### config.mk
export PLATFORM = sky130hd
export DESIGN_NAME = loop_branch_unit
export DESIGN_NICKNAME = d
export VERILOG_FILES = /design/src/rtl/loop_pkg.sv /design/src/rtl/loop_cond_eval.sv /design/src/rtl/loop_count_step.sv /design/src/rtl/loop_target_calc.sv /design/src/rtl/loop_branch_unit.sv
export SDC_FILE = /design/constraint.sdc
export NUM_CORES = 1
export LEC_CHECK = 0
export ABC_AREA = 1
export BUFFER_PORTS_ARGS = -buffer_cell sky130_fd_sc_hd__buf_4
export CAP_MARGIN = 5
export CORE_ASPECT_RATIO = 0.7
export CORE_MARGIN = 2
export CORE_UTILIZATION = 55
export CTS_CLUSTER_SIZE = 25
export DETAILED_ROUTE_END_ITERATION = 10
export GPL_ROUTABILITY_DRIVEN = 0
export GPL_TIMING_DRIVEN = 0
export PLACE_DENSITY = 0.93
export SLEW_MARGIN = 0
export SYNTH_ARGS = -nofsm -noshare
export SYNTH_HDL_FRONTEND = slang
export SYNTH_SLANG_ARGS = --single-unit
### constraint.sdc
create_clock -name clk -period 0.8 [get_ports clk]
set_input_delay 0.08 -clock clk [delete_from_list [all_inputs] [get_ports clk]]
set_output_delay 0.08 -clock clk [all_outputs]
set_load 0.03 [all_outputs]
### src/rtl/loop_pkg.sv
`timescale 1ns/1ps
package loop_pkg;
    localparam int CNT_W  = 32;
    localparam int ADDR_W = 32;
    localparam int LOW_W  = 16;
    localparam int DISP_W = 16;
    localparam int FLAG_W = 5;

    // flag positions inside the flag vector
    localparam int FLAG_C = 0;
    localparam int FLAG_V = 1;
    localparam int FLAG_Z = 2;
    localparam int FLAG_N = 3;
    localparam int FLAG_X = 4;

    typedef enum logic [3:0] {
        SEL_TRUE  = 4'd0,  SEL_FALSE = 4'd1,
        SEL_HI    = 4'd2,  SEL_LS    = 4'd3,
        SEL_CC    = 4'd4,  SEL_CS    = 4'd5,
        SEL_NE    = 4'd6,  SEL_EQ    = 4'd7,
        SEL_VC    = 4'd8,  SEL_VS    = 4'd9,
        SEL_PL    = 4'd10, SEL_MI    = 4'd11,
        SEL_GE    = 4'd12, SEL_LT    = 4'd13,
        SEL_GT    = 4'd14, SEL_LE    = 4'd15
    } cond_sel_e;

    typedef struct packed {
        logic [CNT_W-1:0]  count;
        logic              we;
        logic              taken;
        logic [ADDR_W-1:0] pc;
    } loop_out_t;
endpackage

### src/rtl/loop_cond_eval.sv
`timescale 1ns/1ps
module loop_cond_eval
    import loop_pkg::*;
(
    input  logic [3:0] sel_i,
    input  logic       n_i,
    input  logic       z_i,
    input  logic       v_i,
    input  logic       c_i,
    output logic       true_o
);
    logic sign_ok;

    always_comb begin
        sign_ok = (n_i == v_i);
        unique case (cond_sel_e'(sel_i))
            SEL_TRUE:  true_o = 1'b1;
            SEL_FALSE: true_o = 1'b0;
            SEL_HI:    true_o = !c_i && !z_i;
            SEL_LS:    true_o = c_i || z_i;
            SEL_CC:    true_o = !c_i;
            SEL_CS:    true_o = c_i;
            SEL_NE:    true_o = !z_i;
            SEL_EQ:    true_o = z_i;
            SEL_VC:    true_o = !v_i;
            SEL_VS:    true_o = v_i;
            SEL_PL:    true_o = !n_i;
            SEL_MI:    true_o = n_i;
            SEL_GE:    true_o = sign_ok;
            SEL_LT:    true_o = !sign_ok;
            SEL_GT:    true_o = !z_i && sign_ok;
            SEL_LE:    true_o = z_i || !sign_ok;
            default:   true_o = 1'b0;
        endcase
    end
endmodule

### src/rtl/loop_count_step.sv
`timescale 1ns/1ps
module loop_count_step #(
    parameter int CNT_W = 32,
    parameter int LOW_W = 16
) (
    input  logic [CNT_W-1:0] count_i,
    input  logic             hold_i,
    output logic [CNT_W-1:0] count_o,
    output logic             wrap_o
);
    logic [LOW_W-1:0] low_dec;

    always_comb begin
        low_dec = count_i[LOW_W-1:0] - LOW_W'(1);
        wrap_o  = (low_dec == {LOW_W{1'b1}});
        if (hold_i) begin
            count_o = count_i;
        end else begin
            count_o = {count_i[CNT_W-1:LOW_W], low_dec};
        end
    end
endmodule

### src/rtl/loop_target_calc.sv
`timescale 1ns/1ps
module loop_target_calc #(
    parameter int ADDR_W   = 32,
    parameter int DISP_W   = 16,
    parameter int DISP_OFS = 2,
    parameter int INSN_LEN = 4
) (
    input  logic [ADDR_W-1:0] pc_i,
    input  logic [DISP_W-1:0] disp_i,
    output logic [ADDR_W-1:0] fall_o,
    output logic [ADDR_W-1:0] branch_o
);
    localparam int EXT_W = ADDR_W - DISP_W;

    logic [ADDR_W-1:0] disp_ext;

    always_comb begin
        disp_ext = {{EXT_W{disp_i[DISP_W-1]}}, disp_i};
        fall_o   = pc_i + ADDR_W'(INSN_LEN);
        branch_o = pc_i + ADDR_W'(DISP_OFS) + disp_ext;
    end
endmodule

### src/rtl/loop_branch_unit.sv
`timescale 1ns/1ps
module loop_branch_unit
    import loop_pkg::*;
(
    input  logic              clk,
    input  logic              rst_n,
    input  logic [3:0]        cond_sel_i,
    input  logic [FLAG_W-1:0] flags_i,
    input  logic [CNT_W-1:0]  count_i,
    input  logic [ADDR_W-1:0] pc_i,
    input  logic [DISP_W-1:0] disp_i,
    output logic [CNT_W-1:0]  count_o,
    output logic              count_we_o,
    output logic              taken_o,
    output logic [ADDR_W-1:0] next_pc_o
);
    logic              cond_true;
    logic              wrap;
    logic [CNT_W-1:0]  count_next;
    logic [ADDR_W-1:0] fall_pc;
    logic [ADDR_W-1:0] branch_pc;
    logic              unused_x;
    loop_out_t         res_d, res_q;

    assign unused_x = flags_i[FLAG_X];

    loop_cond_eval i_cond (
        .sel_i  (cond_sel_i),
        .n_i    (flags_i[FLAG_N]),
        .z_i    (flags_i[FLAG_Z]),
        .v_i    (flags_i[FLAG_V]),
        .c_i    (flags_i[FLAG_C]),
        .true_o (cond_true)
    );

    loop_count_step #(.CNT_W(CNT_W), .LOW_W(LOW_W)) i_step (
        .count_i (count_i),
        .hold_i  (cond_true),
        .count_o (count_next),
        .wrap_o  (wrap)
    );

    loop_target_calc #(.ADDR_W(ADDR_W), .DISP_W(DISP_W)) i_tgt (
        .pc_i     (pc_i),
        .disp_i   (disp_i),
        .fall_o   (fall_pc),
        .branch_o (branch_pc)
    );

    always_comb begin
        res_d.count = count_next;
        res_d.we    = !cond_true;
        res_d.taken = !cond_true && !wrap;
        res_d.pc    = res_d.taken ? branch_pc : fall_pc;
    end

    always_ff @(posedge clk or negedge rst_n) begin
        if (!rst_n) begin
            res_q <= '0;
        end else begin
            res_q <= res_d;
        end
    end

    assign count_o    = res_q.count;
    assign count_we_o = res_q.we;
    assign taken_o    = res_q.taken;
    assign next_pc_o  = res_q.pc;
endmodule

==> results.json, run 1 <==
{
  "outcome": "did not finish",
  "haltStage": "global routing",
  "error": "[ERROR DPL-0038] Utilization greater than 100%, impossible to legalize",
  "dp.final_hpwl_mm": 16.8,
  "clock-sinks": 66,
  "synth_compound_area_frac": 0.0405,
  "die_height_um": 94.2,
  "cts_buffers": 9,
  "ys_seq_elements": 66,
  "worst_endpoint": "next_pc_o[25]$_DFF_PN0_/D",
  "portBuffers": 155,
  "yosys.area_share.xor_xnor": 0.0614,
  "syn_area_per_cell_sq_um": 6.28,
  "synth_top_family_by_area": "simple AND/OR/NAND/NOR gates",
  "ys.warnings.count": 0,
  "cts-root-buf": "clkbuf_16",
  "htreeDepth": 3,
  "synth_nets": 1174,
  "synthTopCellsByArea": "dfrtp_1 (26%), nand2_1 (23%), ha_1 (13%), inv_1 (10%), nand3_1 (6.8%)",
  "netlist_area_sq_um": 6400,
  "synth_area_leader_cell": "dfrtp_1",
  "die-width_um": 133,
  "clock_path_buffers": 2,
  "ys_types": 36,
  "grt_max_degree": 67,
  "netlist.area_leader.share": 0.258,
  "num_rows": 32,
  "syn_inst": 1018,
  "synthSimpleGateAreaFrac": 0.399,
  "ys_seq_area_frac": 0.258,
  "pre_cts_ws_ns": -1.39,
  "synth_fa_ha_area_frac": 0.128,
  "io_pins": 157,
  "endpoint_type": "sequential cell input",
  "synthMuxAreaShare": 0,
  "start_util": 0.573
}
[metrics by stage]
stage / TNS, ns / util / area [sq um] / std cells
floorplan: -30.90 / - / 7270 / 1018
global placement: -52.92 / 0.772 / 8620 / 1326
detailed placement: -55.02 / 0.772 / 8620 / 1326
CTS: -37.12 / 0.895 / 9990 / 1386
[Yosys cell counts]
| master | instances |
|---|---|
| nand2_1 | 392 |
| inv_1 | 171 |
| nand3_1 | 87 |
| nor2_1 | 72 |
| dfrtp_1 | 66 |
| ha_1 | 64 |
| xor2_1 | 32 |
| a21oi_1 | 20 |
| nand4_1 | 19 |
| o21ai_0 | 19 |
| nor3_1 | 18 |
| xnor2_1 | 11 |
| buf_2 | 7 |
| nor4_1 | 5 |
| and2_1 | 4 |
| buf_6 | 3 |
| nor2_2 | 3 |
| and3_1 | 2 |
| clkbuf_1 | 2 |
| nand2_2 | 2 |
| nand3b_1 | 2 |
| o211ai_1 | 2 |
| o22ai_1 | 2 |
| a21o_1 | 1 |
| fa_1 | 1 |
| inv_2 | 1 |
| nand2_4 | 1 |
| nand3_2 | 1 |
| nor2_4 | 1 |
| nor3_2 | 1 |
| nor3b_1 | 1 |
| o21a_1 | 1 |
| o21ai_1 | 1 |
| o21bai_1 | 1 |
| o221ai_1 | 1 |
| xor2_2 | 1 |
[cell families after synthesis]
group | Yosys count
compound gates | 48
flops | 66
simple gates | 611
fa+ha+maj | 65
buf+inv | 184
xor+xnor | 44
[what timing repair did]
item / in CTS
endpoints found under the hold margin: 84
pin swaps: 63
hold buffers: 18
gates cloned: 5
setup endpoints to repair: 116
resized for setup: 182
setup buffers: 21
==> run 2, diff against run 1 <==
--- a/config.mk
+++ b/config.mk
@@ -8,14 +8,12 @@
 export ABC_AREA = 1
 export BUFFER_PORTS_ARGS = -buffer_cell sky130_fd_sc_hd__buf_4
 export CAP_MARGIN = 5
-export CORE_ASPECT_RATIO = 0.7
 export CORE_MARGIN = 2
-export CORE_UTILIZATION = 55
-export CTS_CLUSTER_SIZE = 25
+export CORE_UTILIZATION = 40
 export DETAILED_ROUTE_END_ITERATION = 10
 export GPL_ROUTABILITY_DRIVEN = 0
 export GPL_TIMING_DRIVEN = 0
-export PLACE_DENSITY = 0.93
+export PLACE_DENSITY_LB_ADDON = 0.15
 export SLEW_MARGIN = 0
 export SYNTH_ARGS = -nofsm -noshare
 export SYNTH_HDL_FRONTEND = slang
==> run 2 against run 1 <==
Against the previous run:
- synthesized cell count is the same
- the flow now finishes, with violations (hold timing, setup timing)
- area after synthesis is the same
==> results.json, run 2 <==
{
  "hold_violations": 66,
  "first_pass_iters": 5,
  "ys_seq_area_frac": 0.258,
  "fmax_ghz": 0.615,
  "antenna_found_initial": 0,
  "coreArea_sq_um": 15800,
  "fin_nets": 1390,
  "fin_ws_ns": -0.826,
  "period_share": 2.03,
  "rsz0062_at_grt": "true",
  "netlist_area_sq_um": 6400,
  "peakVddDrop_mv": 1.12,
  "yosysMostFrequentCell": "nand2_1",
  "via_per_inst": 5.04,
  "syn_area_per_cell_sq_um": 6.28,
  "cp_top_family": "simple AND/OR/NAND/NOR gates",
  "ff_latch_area_sq_um": 1650,
  "cpPeakStageDelay_ns": 0.24,
  "fill_cells": 1345,
  "max-slew-margin-rel": 0.474,
  "track_usage": 0.255,
  "num_rows": 46,
  "hp-class": "in2async",
  "cts-root-buf": "clkbuf_16",
  "synthToLayoutAreaGrowth_pct": 63.3,
  "start_kind": "input port",
  "whs_ns": -0.154,
  "violations": "hold timing, setup timing",
  "portBuffers": 155,
  "drt_iter0_drc": 392,
  "cpMostUsedCell": "nand2_1",
  "grt_max_degree": 67,
  "multiInputGateArea_sq_um": 5510,
  "final_common_cell": "nand2_1",
  "htreeDepth": 3,
  "die-width_um": 130,
  "dp_cells": 1389,
  "postCtsHoldBufs": 19,
  "grt_pass1_wl_mm": 33.8,
  "start_util": 0.406,
  "io_pins": 157,
  "use_met3": 0.0248,
  "wl_mm": 22.0,
  "die_height_um": 130,
  "dieArea_sq_um": 17000,
  "crit_arrival_ns": 1.89,
  "netlist.area_leader.share": 0.258,
  "slew_viol_final": 0,
  "syn_inst": 1018,
  "ys.warnings.count": 0,
  "final_cell_mix": "nand2_1 (291), inv_1 (154), buf_4 (110)",
  "power.density_nw_per_um2": 1590,
  "finalPower_uw": 16600,
  "avgRoutedWirePerCell_um": 15.1,
  "clock-sinks": 66,
  "top_usage_layer": "met2",
  "period_needed_ns": 1.63,
  "clock_path_buffers": 2,
  "placed_area_sq_um": 8700,
  "end_kind": "register",
  "synth_edf_count": 0,
  "design_area_sq_um": 10400,
  "dp.final_hpwl_mm": 16.7,
  "synthTopCellsByArea": "dfrtp_1 (26%), nand2_1 (23%), ha_1 (13%), inv_1 (10%), nand3_1 (6.8%)",
  "synthFlopType": "dfrtp_1",
  "setup_tns_ns": -39.76,
  "required_ns": 1.06,
  "cp_max_fo": 8,
  "ys_top_cells_by_count": "nand2_1 (392), inv_1 (171), nand3_1 (87)",
  "grt_pass1_vias": 7075,
  "leakagePower_uw": 0.00533,
  "clk_transition_reported_paths_ns": 0.06,
  "outcome": "finished with violations",
  "tritoncts": "yes",
  "grt_util_met2": 0.466,
  "worst-path-buf-inv": 3,
  "cts_buffers": 9,
  "drt.antenna.violating_nets": 0,
  "cpMaxStageDelayCell": "nor2_4",
  "path_cells": "buf_8, clkinvlp_4, ha_4, nand2_4, nor2_4, nand3_2, nand2_1, nand2_2, nor2_4, nand3_4, nand2_8, buf_6, nand2_1, nand2_1",
  "worst_slew_pin_slew_ns": 0.790,
  "pre_cts_ws_ns": -1.43,
  "cap_viol_max_count": 0,
  "critPathKind": "in2reg",
  "drc": 0,
  "ys_seq_elements": 66,
  "n_antenna_cell": 0,
  "vias": 7329,
  "async_reset_ff_frac": 1.00,
  "synth_nets": 1174,
  "use_met1": 0.305,
  "ys_types": 36,
  "synth_area_leader_cell": "dfrtp_1",
  "final_cells": 1455,
  "grt.overflow.total": 0,
  "drive_gt1_frac": 0.374,
  "setup_violations": 116
}
run 2: kinds of logic after synthesis:
logic type,count (synthesis),synth area share
AND/OR/NAND/NOR,611,0.399
flip-flops,66,0.258
XOR/XNOR,44,0.0614
buffers and inverters,184,0.113
adder cells (fa/ha/maj),65,0.128
AO/OA/AOI/OAI,48,0.0405
run 2: worst paths after layout:
check                            from                       to  slack (ns)  cells after the start
min                             rst_n   next_pc_o[1]$_DFF_PN0_       -0.15                      1
max                        count_i[0]  next_pc_o[23]$_DFF_PN0_       -0.83                     14
max in group asynchronous       rst_n  next_pc_o[22]$_DFF_PN0_        0.44                      1
min in group clk           count_i[0]     count_o[0]$_DFF_PN0_        0.05                      3
run 2: repair_timing:
action                                 in CTS  in global routing
endpoints found under the hold margin      85                 66
cloned                                      5                  0
buffers inserted                           23                  3
setup endpoints to repair                 116                116
gates resized for setup                   202                 75
pin swaps                                  60                 30
run 2: cell type report:
type / instances / share of cell area
tap: 216 / 0.0259
inverter: 172 / 0.0641
clock buffer: 10 / 0.0229
buffer: 12 / 0.0105
multi-input combinational: 768 / 0.528
sequential: 66 / 0.158
timing repair buffer: 205 / 0.184
clock inverter: 6 / 0.00623
run 2: metal layers:
metal  vias up  wire (um)
met4         0        855
met1      3348       8620
met3        66       1500
met5         -          0
met2       307      11000
li1       3608          -
run 2: report_power, final:
part	internal (uW)	switching [uW]	total, uW
Clock	2500	1390	3880
Combinational	3640	4960	8600
Sequential	3870	262	4130
Total	10000	6610	16600
run 2: metrics by stage:
step | hold slack (ns) | util
after floorplan | -0.216 | -
after global placement | 0.189 | 0.552
after detailed placement | 0.191 | 0.552
after CTS | -0.134 | 0.646
after global routing | -0.0901 | 0.662
final | -0.154 | 0.662
Power figures use the tool's default switching activity.
